$ cat config.mk
export PLATFORM = sky130hd
export DESIGN_NAME = task_handshake_ctrl
export DESIGN_NICKNAME = d
export VERILOG_FILES = /design/src/rtl/hs_pkg.sv /design/src/rtl/hs_block_buf.sv /design/src/rtl/hs_task_fsm.sv /design/src/rtl/task_handshake_ctrl.sv
export SDC_FILE = /design/constraint.sdc
export NUM_CORES = 1
export LEC_CHECK = 0
export ABC_CLOCK_PERIOD_IN_PS = 6700
export BUFFER_PORTS_ARGS = -buffer_cell sky130_fd_sc_hd__clkbuf_2
export CAP_MARGIN = 20
export CORE_ASPECT_RATIO = 1.1
export CORE_MARGIN = 2
export CORE_UTILIZATION = 60
export CTS_CLUSTER_SIZE = 8
export DETAILED_ROUTE_END_ITERATION = 16
export GPL_ROUTABILITY_DRIVEN = 1
export PLACE_DENSITY_LB_ADDON = 0.3
export SETUP_SLACK_MARGIN = 0.2
export SYNTH_ARGS = -nofsm -noshare
export SYNTH_HDL_FRONTEND = slang
export SYNTH_HIERARCHICAL = 1
export SYNTH_SLANG_ARGS = --single-unit
$ cat constraint.sdc
create_clock -name clk -period 6.7 [get_ports clk]
set_input_delay 0.67 -clock clk [delete_from_list [all_inputs] [get_ports clk]]
set_output_delay 0.67 -clock clk [all_outputs]
set_load 0.005 [all_outputs]
$ cat src/rtl/hs_pkg.sv
package hs_pkg;

    typedef enum logic [2:0] {
        ST_IDLE,
        ST_TX_WAIT,
        ST_TX_MOVE,
        ST_RX_WAIT,
        ST_RX_HI,
        ST_RX_LO
    } hs_state_e;

    localparam logic [2:0] TASK_NULL  = 3'd0;
    localparam logic [2:0] TASK_RESET = 3'd7;

    localparam logic [1:0] A_CMD  = 2'd0;
    localparam logic [1:0] A_DATA = 2'd1;
    localparam logic [1:0] A_STAT = 2'd2;
    localparam logic [1:0] A_MODE = 2'd3;

    localparam int LEN_W = 5;

    // block length in bytes selected by a task code
    function automatic logic [LEN_W-1:0] task_len(input logic [2:0] code);
        logic [LEN_W-1:0] n;
        case (code)
            3'd1:    n = 5'd1;
            3'd2:    n = 5'd2;
            3'd3:    n = 5'd4;
            3'd4:    n = 5'd8;
            3'd5:    n = 5'd12;
            3'd6:    n = 5'd16;
            default: n = 5'd0;
        endcase
        return n;
    endfunction

endpackage

$ cat src/rtl/hs_block_buf.sv
module hs_block_buf #(
    parameter int DEPTH  = 16,
    parameter int AW     = 4,
    parameter int DATA_W = 8
) (
    input  logic              clk,
    input  logic              we,
    input  logic [AW-1:0]     waddr,
    input  logic [DATA_W-1:0] wdata,
    input  logic [AW-1:0]     raddr,
    output logic [DATA_W-1:0] rdata
);

    logic [DATA_W-1:0] mem [DEPTH];

    always_ff @(posedge clk) begin
        if (we) begin
            mem[waddr] <= wdata;
        end
    end

    assign rdata = mem[raddr];

endmodule

$ cat src/rtl/hs_task_fsm.sv
module hs_task_fsm
    import hs_pkg::*;
#(
    parameter int AW    = 4,
    parameter int CNT_W = 6,
    parameter int SYM_W = 4,
    localparam int DATA_W = 2 * SYM_W
) (
    input  logic              clk,
    input  logic              rst_n,
    input  logic              start,
    input  logic              start_tx,
    input  logic [LEN_W-1:0]  start_len,
    input  logic              abort,
    input  logic [CNT_W-1:0]  ilv_free,
    input  logic [CNT_W-1:0]  dil_count,
    input  logic [SYM_W-1:0]  dil_sym,
    input  logic [DATA_W-1:0] buf_rdata,
    output logic [AW-1:0]     eng_addr,
    output logic              eng_we,
    output logic [DATA_W-1:0] eng_wdata,
    output logic              ilv_wr,
    output logic [DATA_W-1:0] ilv_data,
    output logic              dil_rd,
    output logic              done,
    output logic              busy
);

    hs_state_e         state_q, state_d;
    logic [LEN_W-1:0]  len_q;
    logic [AW-1:0]     idx_q;
    logic [SYM_W-1:0]  hi_q;
    logic              last;
    logic              tx_room;
    logic              rx_ready;

    assign last     = (idx_q == AW'(len_q - 5'd1));
    assign tx_room  = (ilv_free  >= CNT_W'(len_q));
    assign rx_ready = (dil_count >= CNT_W'({len_q, 1'b0}));

    // next state
    always_comb begin
        state_d = state_q;
        if (abort) begin
            state_d = ST_IDLE;
        end else begin
            unique case (state_q)
                ST_IDLE:    if (start)    state_d = start_tx ? ST_TX_WAIT : ST_RX_WAIT;
                ST_TX_WAIT: if (tx_room)  state_d = ST_TX_MOVE;
                ST_TX_MOVE: if (last)     state_d = ST_IDLE;
                ST_RX_WAIT: if (rx_ready) state_d = ST_RX_HI;
                ST_RX_HI:                 state_d = ST_RX_LO;
                ST_RX_LO:                 state_d = last ? ST_IDLE : ST_RX_HI;
                default:                  state_d = ST_IDLE;
            endcase
        end
    end

    // state register
    always_ff @(posedge clk) begin
        if (!rst_n) begin
            state_q <= ST_IDLE;
        end else begin
            state_q <= state_d;
        end
    end

    // length, byte index and pending high nibble
    always_ff @(posedge clk) begin
        if (!rst_n) begin
            len_q <= '0;
            idx_q <= '0;
            hi_q  <= '0;
        end else begin
            if (state_q == ST_IDLE && start) begin
                len_q <= start_len;
                idx_q <= '0;
            end
            if (state_q == ST_TX_MOVE || state_q == ST_RX_LO) begin
                idx_q <= idx_q + 1'b1;
            end
            if (state_q == ST_RX_HI) begin
                hi_q <= dil_sym;
            end
        end
    end

    // outputs
    always_comb begin
        ilv_wr    = (state_q == ST_TX_MOVE);
        ilv_data  = buf_rdata;
        dil_rd    = (state_q == ST_RX_HI) || (state_q == ST_RX_LO);
        eng_we    = (state_q == ST_RX_LO);
        eng_wdata = {hi_q, dil_sym};
        eng_addr  = idx_q;
        done      = ((state_q == ST_TX_MOVE) || (state_q == ST_RX_LO)) && last && !abort;
        busy      = (state_q != ST_IDLE);
    end

endmodule

$ cat src/rtl/task_handshake_ctrl.sv
module task_handshake_ctrl
    import hs_pkg::*;
#(
    parameter int BUF_DEPTH = 16,
    parameter int CNT_W     = 6,
    parameter int SYM_W     = 4,
    localparam int AW       = $clog2(BUF_DEPTH),
    localparam int DATA_W   = 2 * SYM_W
) (
    input  logic              clk,
    input  logic              rst_n,
    input  logic              host_wr,
    input  logic              host_rd,
    input  logic [1:0]        host_addr,
    input  logic [DATA_W-1:0] host_wdata,
    output logic [DATA_W-1:0] host_rdata,
    output logic              irq_n,
    output logic              ilv_wr,
    output logic [DATA_W-1:0] ilv_data,
    input  logic [CNT_W-1:0]  ilv_free,
    output logic              dil_rd,
    input  logic [SYM_W-1:0]  dil_sym,
    input  logic [CNT_W-1:0]  dil_count,
    output logic              fifo_flush
);

    logic [1:0]        mode_q;
    logic              bfree_q, irq_q, err_q, flush_q;
    logic [AW-1:0]     host_ptr;

    logic              cmd_wr, cmd_reset, cmd_task, accept, reject;
    logic              stat_rd, data_wr, data_rd;
    logic [2:0]        code;

    logic [AW-1:0]     eng_addr;
    logic              eng_we, done, busy;
    logic [DATA_W-1:0] eng_wdata, buf_rdata;

    logic              buf_we;
    logic [AW-1:0]     buf_waddr, buf_raddr;
    logic [DATA_W-1:0] buf_wdata;

    assign code      = host_wdata[2:0];
    assign cmd_wr    = host_wr && (host_addr == A_CMD);
    assign cmd_reset = cmd_wr && (code == TASK_RESET);
    assign cmd_task  = cmd_wr && (code != TASK_NULL) && (code != TASK_RESET);
    assign accept    = cmd_task && bfree_q;
    assign reject    = cmd_task && !bfree_q;
    assign stat_rd   = host_rd && (host_addr == A_STAT);
    assign data_wr   = host_wr && (host_addr == A_DATA) && bfree_q;
    assign data_rd   = host_rd && (host_addr == A_DATA) && bfree_q;

    hs_task_fsm #(
        .AW    (AW),
        .CNT_W (CNT_W),
        .SYM_W (SYM_W)
    ) u_fsm (
        .clk       (clk),
        .rst_n     (rst_n),
        .start     (accept),
        .start_tx  (mode_q[0]),
        .start_len (task_len(code)),
        .abort     (cmd_reset),
        .ilv_free  (ilv_free),
        .dil_count (dil_count),
        .dil_sym   (dil_sym),
        .buf_rdata (buf_rdata),
        .eng_addr  (eng_addr),
        .eng_we    (eng_we),
        .eng_wdata (eng_wdata),
        .ilv_wr    (ilv_wr),
        .ilv_data  (ilv_data),
        .dil_rd    (dil_rd),
        .done      (done),
        .busy      (busy)
    );

    // the engine owns the buffer while a task runs, the host otherwise
    assign buf_we    = eng_we || data_wr;
    assign buf_waddr = eng_we ? eng_addr  : host_ptr;
    assign buf_wdata = eng_we ? eng_wdata : host_wdata;
    assign buf_raddr = busy   ? eng_addr  : host_ptr;

    hs_block_buf #(
        .DEPTH  (BUF_DEPTH),
        .AW     (AW),
        .DATA_W (DATA_W)
    ) u_buf (
        .clk   (clk),
        .we    (buf_we),
        .waddr (buf_waddr),
        .wdata (buf_wdata),
        .raddr (buf_raddr),
        .rdata (buf_rdata)
    );

    // host-visible flags and sequential pointer
    always_ff @(posedge clk) begin
        if (!rst_n) begin
            mode_q   <= '0;
            bfree_q  <= 1'b1;
            irq_q    <= 1'b0;
            err_q    <= 1'b0;
            flush_q  <= 1'b0;
            host_ptr <= '0;
        end else begin
            flush_q <= cmd_reset;
            if (host_wr && host_addr == A_MODE) begin
                mode_q <= host_wdata[1:0];
            end
            if (cmd_reset) begin
                bfree_q  <= 1'b1;
                irq_q    <= 1'b0;
                err_q    <= 1'b0;
                host_ptr <= '0;
            end else begin
                if (accept) begin
                    bfree_q  <= 1'b0;
                    host_ptr <= '0;
                end else if (done) begin
                    bfree_q  <= 1'b1;
                    host_ptr <= '0;
                end else if (data_wr || data_rd) begin
                    host_ptr <= host_ptr + 1'b1;
                end
                if (done) begin
                    irq_q <= 1'b1;
                end else if (stat_rd) begin
                    irq_q <= 1'b0;
                end
                if (reject) begin
                    err_q <= 1'b1;
                end
            end
        end
    end

    always_comb begin
        host_rdata = '0;
        case (host_addr)
            A_DATA:  if (bfree_q) host_rdata = buf_rdata;
            A_STAT:  host_rdata[2:0] = {err_q, irq_q, bfree_q};
            A_MODE:  host_rdata[1:0] = mode_q;
            default: host_rdata = '0;
        endcase
    end

    assign irq_n      = !(irq_q && mode_q[1]);
    assign fifo_flush = flush_q;

endmodule

# ---- Word-level counts from Yosys, hierarchy flattened
# Memories as Yosys holds them, arrays and structs flattened.
# Index checks and enable logic that the tools add are counted.
dict set report classes {
  add_sub_neg 3
  multipliers 0
  n_div 0
  order_cmp 2
  eq_ne 21
  n_shift 0
  n_mux 23
  bitwise_logic 1
  reduce_logical 33
}
# op n
set ops {}
lappend ops {{$pmux 5 s6} 1}
lappend ops {{$eq 3x3->1 const B} 6}
lappend ops {{$pmux 3 s6} 1}
lappend ops {{$logic_and 1x1->1} 16}
lappend ops {{$mux 4} 4}
lappend ops {{$mux 8} 2}
lappend ops {{$mux 3} 5}
lappend ops {{$eq 3x2->1 const B} 4}
lappend ops {{$add 4x1->4 const B} 2}
lappend ops {{$ne 2x1->1 const B} 4}
lappend ops {{$eq 3x1->1 const B} 2}
lappend ops {{$ge 6x5->1} 1}
lappend ops {{$ge 6x6->1} 1}
lappend ops {{$mux 1} 6}
lappend ops {{$pmux 2 s3} 1}
lappend ops {{$reduce_bool 2->1} 3}
lappend ops {{$reduce_bool 3->1} 2}
lappend ops {{$mux 5} 1}
lappend ops {{$eq 2x2->1 const B} 2}
lappend ops {{$eq 4x4->1} 1}
lappend ops {{$logic_or 1x1->1} 4}
lappend ops {{$reduce_and 4->1} 1}
lappend ops {{$reduce_or 4->1} 1}
lappend ops {{$sub 4x1->4 const B} 1}
lappend ops {{other kinds (9)} 11}
dict set report totals {
  ff_bits 26
  latch_bits 0
  ram_bits 128
  rom_bits 0
  out_inout_bits 20
  wordCells 94
  memories 1
}
# memory depth word_bits rd rd_ports_with_merged_regs write_ports line
set mem_list {}
lappend mem_list {u_buf.mem 16 8 1 0 1 hs_block_buf.sv:14} ;# logic [DATA_W-1:0] mem [DEPTH];

# ---- Logic depth before layout (Yosys ltp)
dict set report depth {
  ltp_word 8
  depth_mapped 12
}

# ---- Cells and area by module
# Netlist, hierarchy kept.
# module n_inst cells_per_inst area_per_inst_um2 seq_area_each_um2
set modules_own_cells {}
lappend modules_own_cells {hs_block_buf 1 221 4987.3 3843.7}
lappend modules_own_cells {hs_task_fsm 1 138 1143.6 320.3}
lappend modules_own_cells {task_handshake_ctrl 1 98 870.8 200.2}

# ---- Least setup slack after synthesis
# No wires, ideal clock.
dict set report synth_path {
  kind {register to output}
  start {register u_fsm.state_q[0]}
  end {output host_rdata[0]}
  arrival_time_ns 2.592
  t_required_ns 6.030
  path_slack_ns 3.438
  path_stages_with_launch 13
  cell_sequence {dfxtp_1 clkbuf_1 nor3_2 inv_2 mux2_2 buf_6 buf_4 mux4_2 a22oi_1 nand2_1 a21o_1 a22oi_1 nor2_1}
}
dict set report synth_between {
  elab_chain_len 5
}
# element line
set synth_rtl {}
lappend synth_rtl {{from (decl)} hs_task_fsm.sv:29} ;# hs_state_e state_q, state_d;
lappend synth_rtl {{from (signal assigned)} hs_task_fsm.sv:64} ;# state_q <= state_d;
lappend synth_rtl {{$reduce_bool 3->1} hs_task_fsm.sv:97} ;# busy = (state_q != ST_IDLE);
lappend synth_rtl {{via busy} task_handshake_ctrl.sv:36} ;# logic eng_we, done, busy;
lappend synth_rtl {{$mux 4} task_handshake_ctrl.sv:82} ;# assign buf_raddr = busy ? eng_addr : host_ptr;
lappend synth_rtl {{via buf_raddr[0]} task_handshake_ctrl.sv:40} ;# logic [AW-1:0] buf_waddr, buf_raddr;
lappend synth_rtl {{$mem_v2 16x8} --}
lappend synth_rtl {{via buf_rdata[0]} task_handshake_ctrl.sv:37} ;# logic [DATA_W-1:0] eng_wdata, buf_rdata;
lappend synth_rtl {{$mux 8} task_handshake_ctrl.sv:141} ;# A_DATA: if (bfree_q) host_rdata = buf_rdata;
lappend synth_rtl {{$pmux 2 s3} task_handshake_ctrl.sv:140} ;# case (host_addr)
lappend synth_rtl {{to (decl)} task_handshake_ctrl.sv:16} ;# output logic [DATA_W-1:0] host_rdata,
# The timed path passes the listed nets, and every way through them passes these cells.

# ---- Worst setup path after layout
dict set report layout_path {
  start {register u_fsm.state_q[0]}
  end {output host_rdata[0]}
}
dict set report layout_between {
  elab_chain_len 5
}
# element line
set layout_rtl {}
lappend layout_rtl {{$reduce_bool 3->1} hs_task_fsm.sv:97}
lappend layout_rtl {{via busy} task_handshake_ctrl.sv:36}
lappend layout_rtl {{$mux 4} task_handshake_ctrl.sv:82}
lappend layout_rtl {{via buf_raddr[0]} task_handshake_ctrl.sv:40}
lappend layout_rtl {{$mem_v2 16x8} --}
lappend layout_rtl {{$mux 8} task_handshake_ctrl.sv:141}
lappend layout_rtl {{$pmux 2 s3} task_handshake_ctrl.sv:140}
# The timed path passes the listed nets, and every way through them passes these cells.

==> results by group <==
Timing
  • Number of setup violations in the final report: 0
  • Min Tclk post-route: 4220 ps
  • Tightest Pin Transition: 910 ps
  • Max Fclk: 237 MHz
  • Part of the cycle the worst path needs: 0.629
  • Max-Slew Margin vs Limit: 0.391
  • Final Hold Viols: 0
  • RSZ-0062 raised after global routing: false
  • Final Max Slew Viols: 0
  • Post-route worst setup slack: 2480 ps
  • Clock Skew: 18.5 ps
  • Final sum of negative setup slack: 0 ps

Clock tree
  • Clock insertion delay at the later pin of the skew report: 420 ps
  • Hold buffer count at CTS: 0
  • Clock transition at the registers of the reported paths: 60 ps
  • Clk Tree Root Cell: sky130_fd_sc_hd__clkbuf_16
  • Number of instances resized during post-cts repair: 0
  • Cts bufs inserted: 17
  • CTS tree: done
  • Number of setup buffers added after CTS: 0
  • CTS max path bufs: 2
  • Clock net sink count: 154
  • Depth of the CTS H-tree: 4

Global routing
  • GRT busiest layer: met2
  • Overall overflow remaining after global route: 0
  • Vias in the first global route: 4083
  • Met1 layer usage reported by global route: 0.328
  • Global Route met3 Usage: 0.0500
  • Overall global routing resource usage: 0.247
  • Global Route met2 Usage: 0.413
  • Global-route wire length before repair: 22700 µm
  • Maximum number of pins on one net before global-route repair: 33
  • Antenna violations before repair: 0

Power
  • Total power consumption of the routed design: 2300 µW
  • NetSw: 523 µW
  • Power density normalized to cell area: 293 mW/mm²
  • LEAKAGE: 0.00276 µW
  • Relative contribution of sequential cells to total power: 0.464
  • Max VDD drop: 0.178 mV
  • Portion of total power attributed to combinational logic: 0.121
  • Switching part of the total power: 0.227
  • Cell internal power dissipation: 1780 µW
  • Clk network pwr share: 0.416

Synth
  • Yosys warnings: 6
  • Share of synthesized registers carrying an async set or reset: 0
  • Synthesized instance count: 457
  • Average footprint of a synthesized cell: 15.3 µm²
  • Number of flip-flops and latches in the synthesized netlist: 154
  • Portion of the post-synthesis area used by sequential elements: 0.623
  • Net Count, Synth: 505
  • Netlist area before placement: 0.00700 mm²
  • Number of distinct library cells after synthesis: 55
  • Prevailing post-synth register cell: sky130_fd_sc_hd__edfxtp_1
  • Number of synthesized flops with an enable pin: 128

Floorplan
  • Number of core rows: 41
  • Die width: 107 µm
  • Die H: 117 µm
  • Placeable core region: 0.0114 mm²
  • I/O pins: 50
  • Initial core utilization: 0.612
  • Die outline area: 0.0126 mm²

Cells and area
  • Area used by sequential logic in the layout: 0.00436 mm²
  • Count of fill cells added during filler insertion: 760
  • Layout Area Growth over Synthesis: 12.4%
  • Top library cells by usage in the layout, fill and taps aside: 128 x sky130_fd_sc_hd__edfxtp_1, 52 x sky130_fd_sc_hd__clkbuf_2, 30 x sky130_fd_sc_hd__nand2_1
  • Final Net Count: 547
  • Most common cell after layout, fill and taps aside: sky130_fd_sc_hd__edfxtp_1
  • Total area of multi-input combinational cells: 0.00237 mm²
  • Share of layout cells above drive strength 1: 0.248
  • Number of antenna cells inserted: 0

Worst hold path
  • Hold endpoint: err_q
  • Hold Path Class: reg -> reg
  • Startpoint of the worst hold path: err_q
  • Depth of the worst hold-timing path: 2

Route
  • Routed Antenna Nets: 0
  • Drt total wl: 14400 µm
  • Number of DRC violations after detailed routing: 0
  • Vias: 4099
  • DRT iter0 DRCs: 408
  • Wire per inst: 21.7 µm
  • Via-per-instance ratio: 6.19
  • First-pass iteration count of the detailed router: 4

Status
  • Run status: finished clean

Critical path
  • Arrival time of the worst setup path: 3550 ps
  • FF-to-FF setup slack: 3360 ps
  • Largest driver fanout on the critical path: 25
  • Origin of the critical flop-to-flop path: u_fsm/state_q[2]
  • Kind of critical path: reg -> out
  • Startpoint type of the worst setup path: flip-flop
  • Kind of end point of the critical path: output port
  • RR Endpoint: u_buf/mem[2][5]
  • Worst Path Required: 6030 ps
  • Depth of the most critical reg-to-reg path: 5

Placement
  • Buffers added on ports: 49
  • Weighted congestion reported at the end of routability-driven placement: 0.825
  • Worst slack at placement: 2580 ps
  • Placed wire-length estimate: 9220 µm

Job
  • Number of maximum-capacitance constraint violations: 0
metal layers:
| layer | share of wire | up-vias |
|---|---|---|
| met5 | 0 | - |
| li1 | - | 1852 |
| met4 | 0.015 | 0 |
| met2 | 0.51 | 174 |
| met3 | 0.058 | 19 |
| met1 | 0.41 | 2054 |
sequential cells by signal (all words and copies together) (netlist names):
register and count:
host_ptr 4, u_fsm/len_q 5, u_fsm/eng_addr 4, irq_q 1, mode_q 2, bfree_q 1
u_buf/mem 128, err_q 1, fifo_flush 1, u_fsm/state_q 3, u_fsm/hi_q 4
cell type report:
cell class                      instances  share of cell area
Clock buffer                           29              0.0749
Multi-Input combinational cell        260               0.301
Sequential cell                       154               0.555
Clock inverter                          3             0.00239
Inverter                               12             0.00573
Tap cell                              150              0.0239
Timing Repair Buffer                   54              0.0375
power by group through the flow:
stage / registers (µW) / clock network, µW / logic [µW]
3_5_place_dp: 1090 / 0 / 268
5_1_grt: 1070 / 1010 / 303
6_report: 1070 / 958 / 278
4_1_cts: 1070 / 968 / 272
3_3_place_gp: 1090 / 0 / 262
2_1_floorplan: 1080 / 0 / 233
cells by family (layout without fill, tap and decap cells):
| group | after synthesis | after routing | synth area share |
|---|---|---|---|
| AOI/OAI and AO/OA | 53 | 53 | 0.0536 |
| buffers and inverters | 43 | 98 | 0.0386 |
| adders and majority gates | 18 | 18 | 0.0322 |
| xor gates and xnor gates | 9 | 9 | 0.0113 |
| muxes | 54 | 54 | 0.145 |
| and+or+nand+nor | 126 | 126 | 0.0963 |
| DFF | 154 | 154 | 0.623 |
synth_stat cells (all sizes together) (7+ instances only):
| cell type | instances | area, µm² |
|---|---|---|
| inv | 12 | 45.0 |
| a22oi | 19 | 143 |
| edfxtp | 128 | 3840 |
| nor2b | 14 | 90.1 |
| nor3 | 12 | 65.1 |
| buf | 24 | 180 |
| o21ai | 7 | 35.0 |
| mux4 | 32 | 773 |
| mux2 | 16 | 180 |
| nor2 | 24 | 90.1 |
| a21boi | 8 | 60.1 |
| ha | 18 | 225 |
| and3 | 7 | 48.8 |
| dfxtp | 26 | 521 |
| nand2 | 30 | 113 |
| nand3 | 13 | 65.1 |
worst max path at each step:
stage | from | to | slack, ps | depth (start not counted)
final | u_fsm/state_q[0] | host_rdata[0] | 2480 | 11
after global routing | u_fsm/state_q[0] | host_rdata[0] | 2240 | 11
after CTS | u_fsm/state_q[0] | host_rdata[0] | 2100 | 10
after detailed placement | u_fsm/state_q[0] | host_rdata[0] | 2580 | 10
after global placement | u_fsm/state_q[0] | host_rdata[0] | 2610 | 10
after floorplan | u_fsm/state_q[0] | host_rdata[0] | 3440 | 12
stage by stage:
step           area, µm²  hold WS (ps)   util  std cells
6_report            7870           465  0.688        662
5_1_grt             7870           500  0.688        662
4_1_cts             7850           475  0.686        661
3_5_place_dp        7240           466  0.633        629
3_3_place_gp        7240           440  0.633        629
2_1_floorplan       7000           425      -        457
worst max-delay path, cell delays in order, from the launching register on:
cell	delay, ps
sky130_fd_sc_hd__dfxtp_1	400
sky130_fd_sc_hd__nor3_2	470
sky130_fd_sc_hd__inv_2	140
sky130_fd_sc_hd__mux2_2	470
sky130_fd_sc_hd__buf_12	260
sky130_fd_sc_hd__mux4_1	580
sky130_fd_sc_hd__a22oi_1	200
sky130_fd_sc_hd__nand2_1	120
sky130_fd_sc_hd__a21o_1	190
sky130_fd_sc_hd__a22oi_1	130
sky130_fd_sc_hd__nor2_1	60
sky130_fd_sc_hd__clkbuf_2	110
No activity file was read; power rests on OpenSTA's default activity.
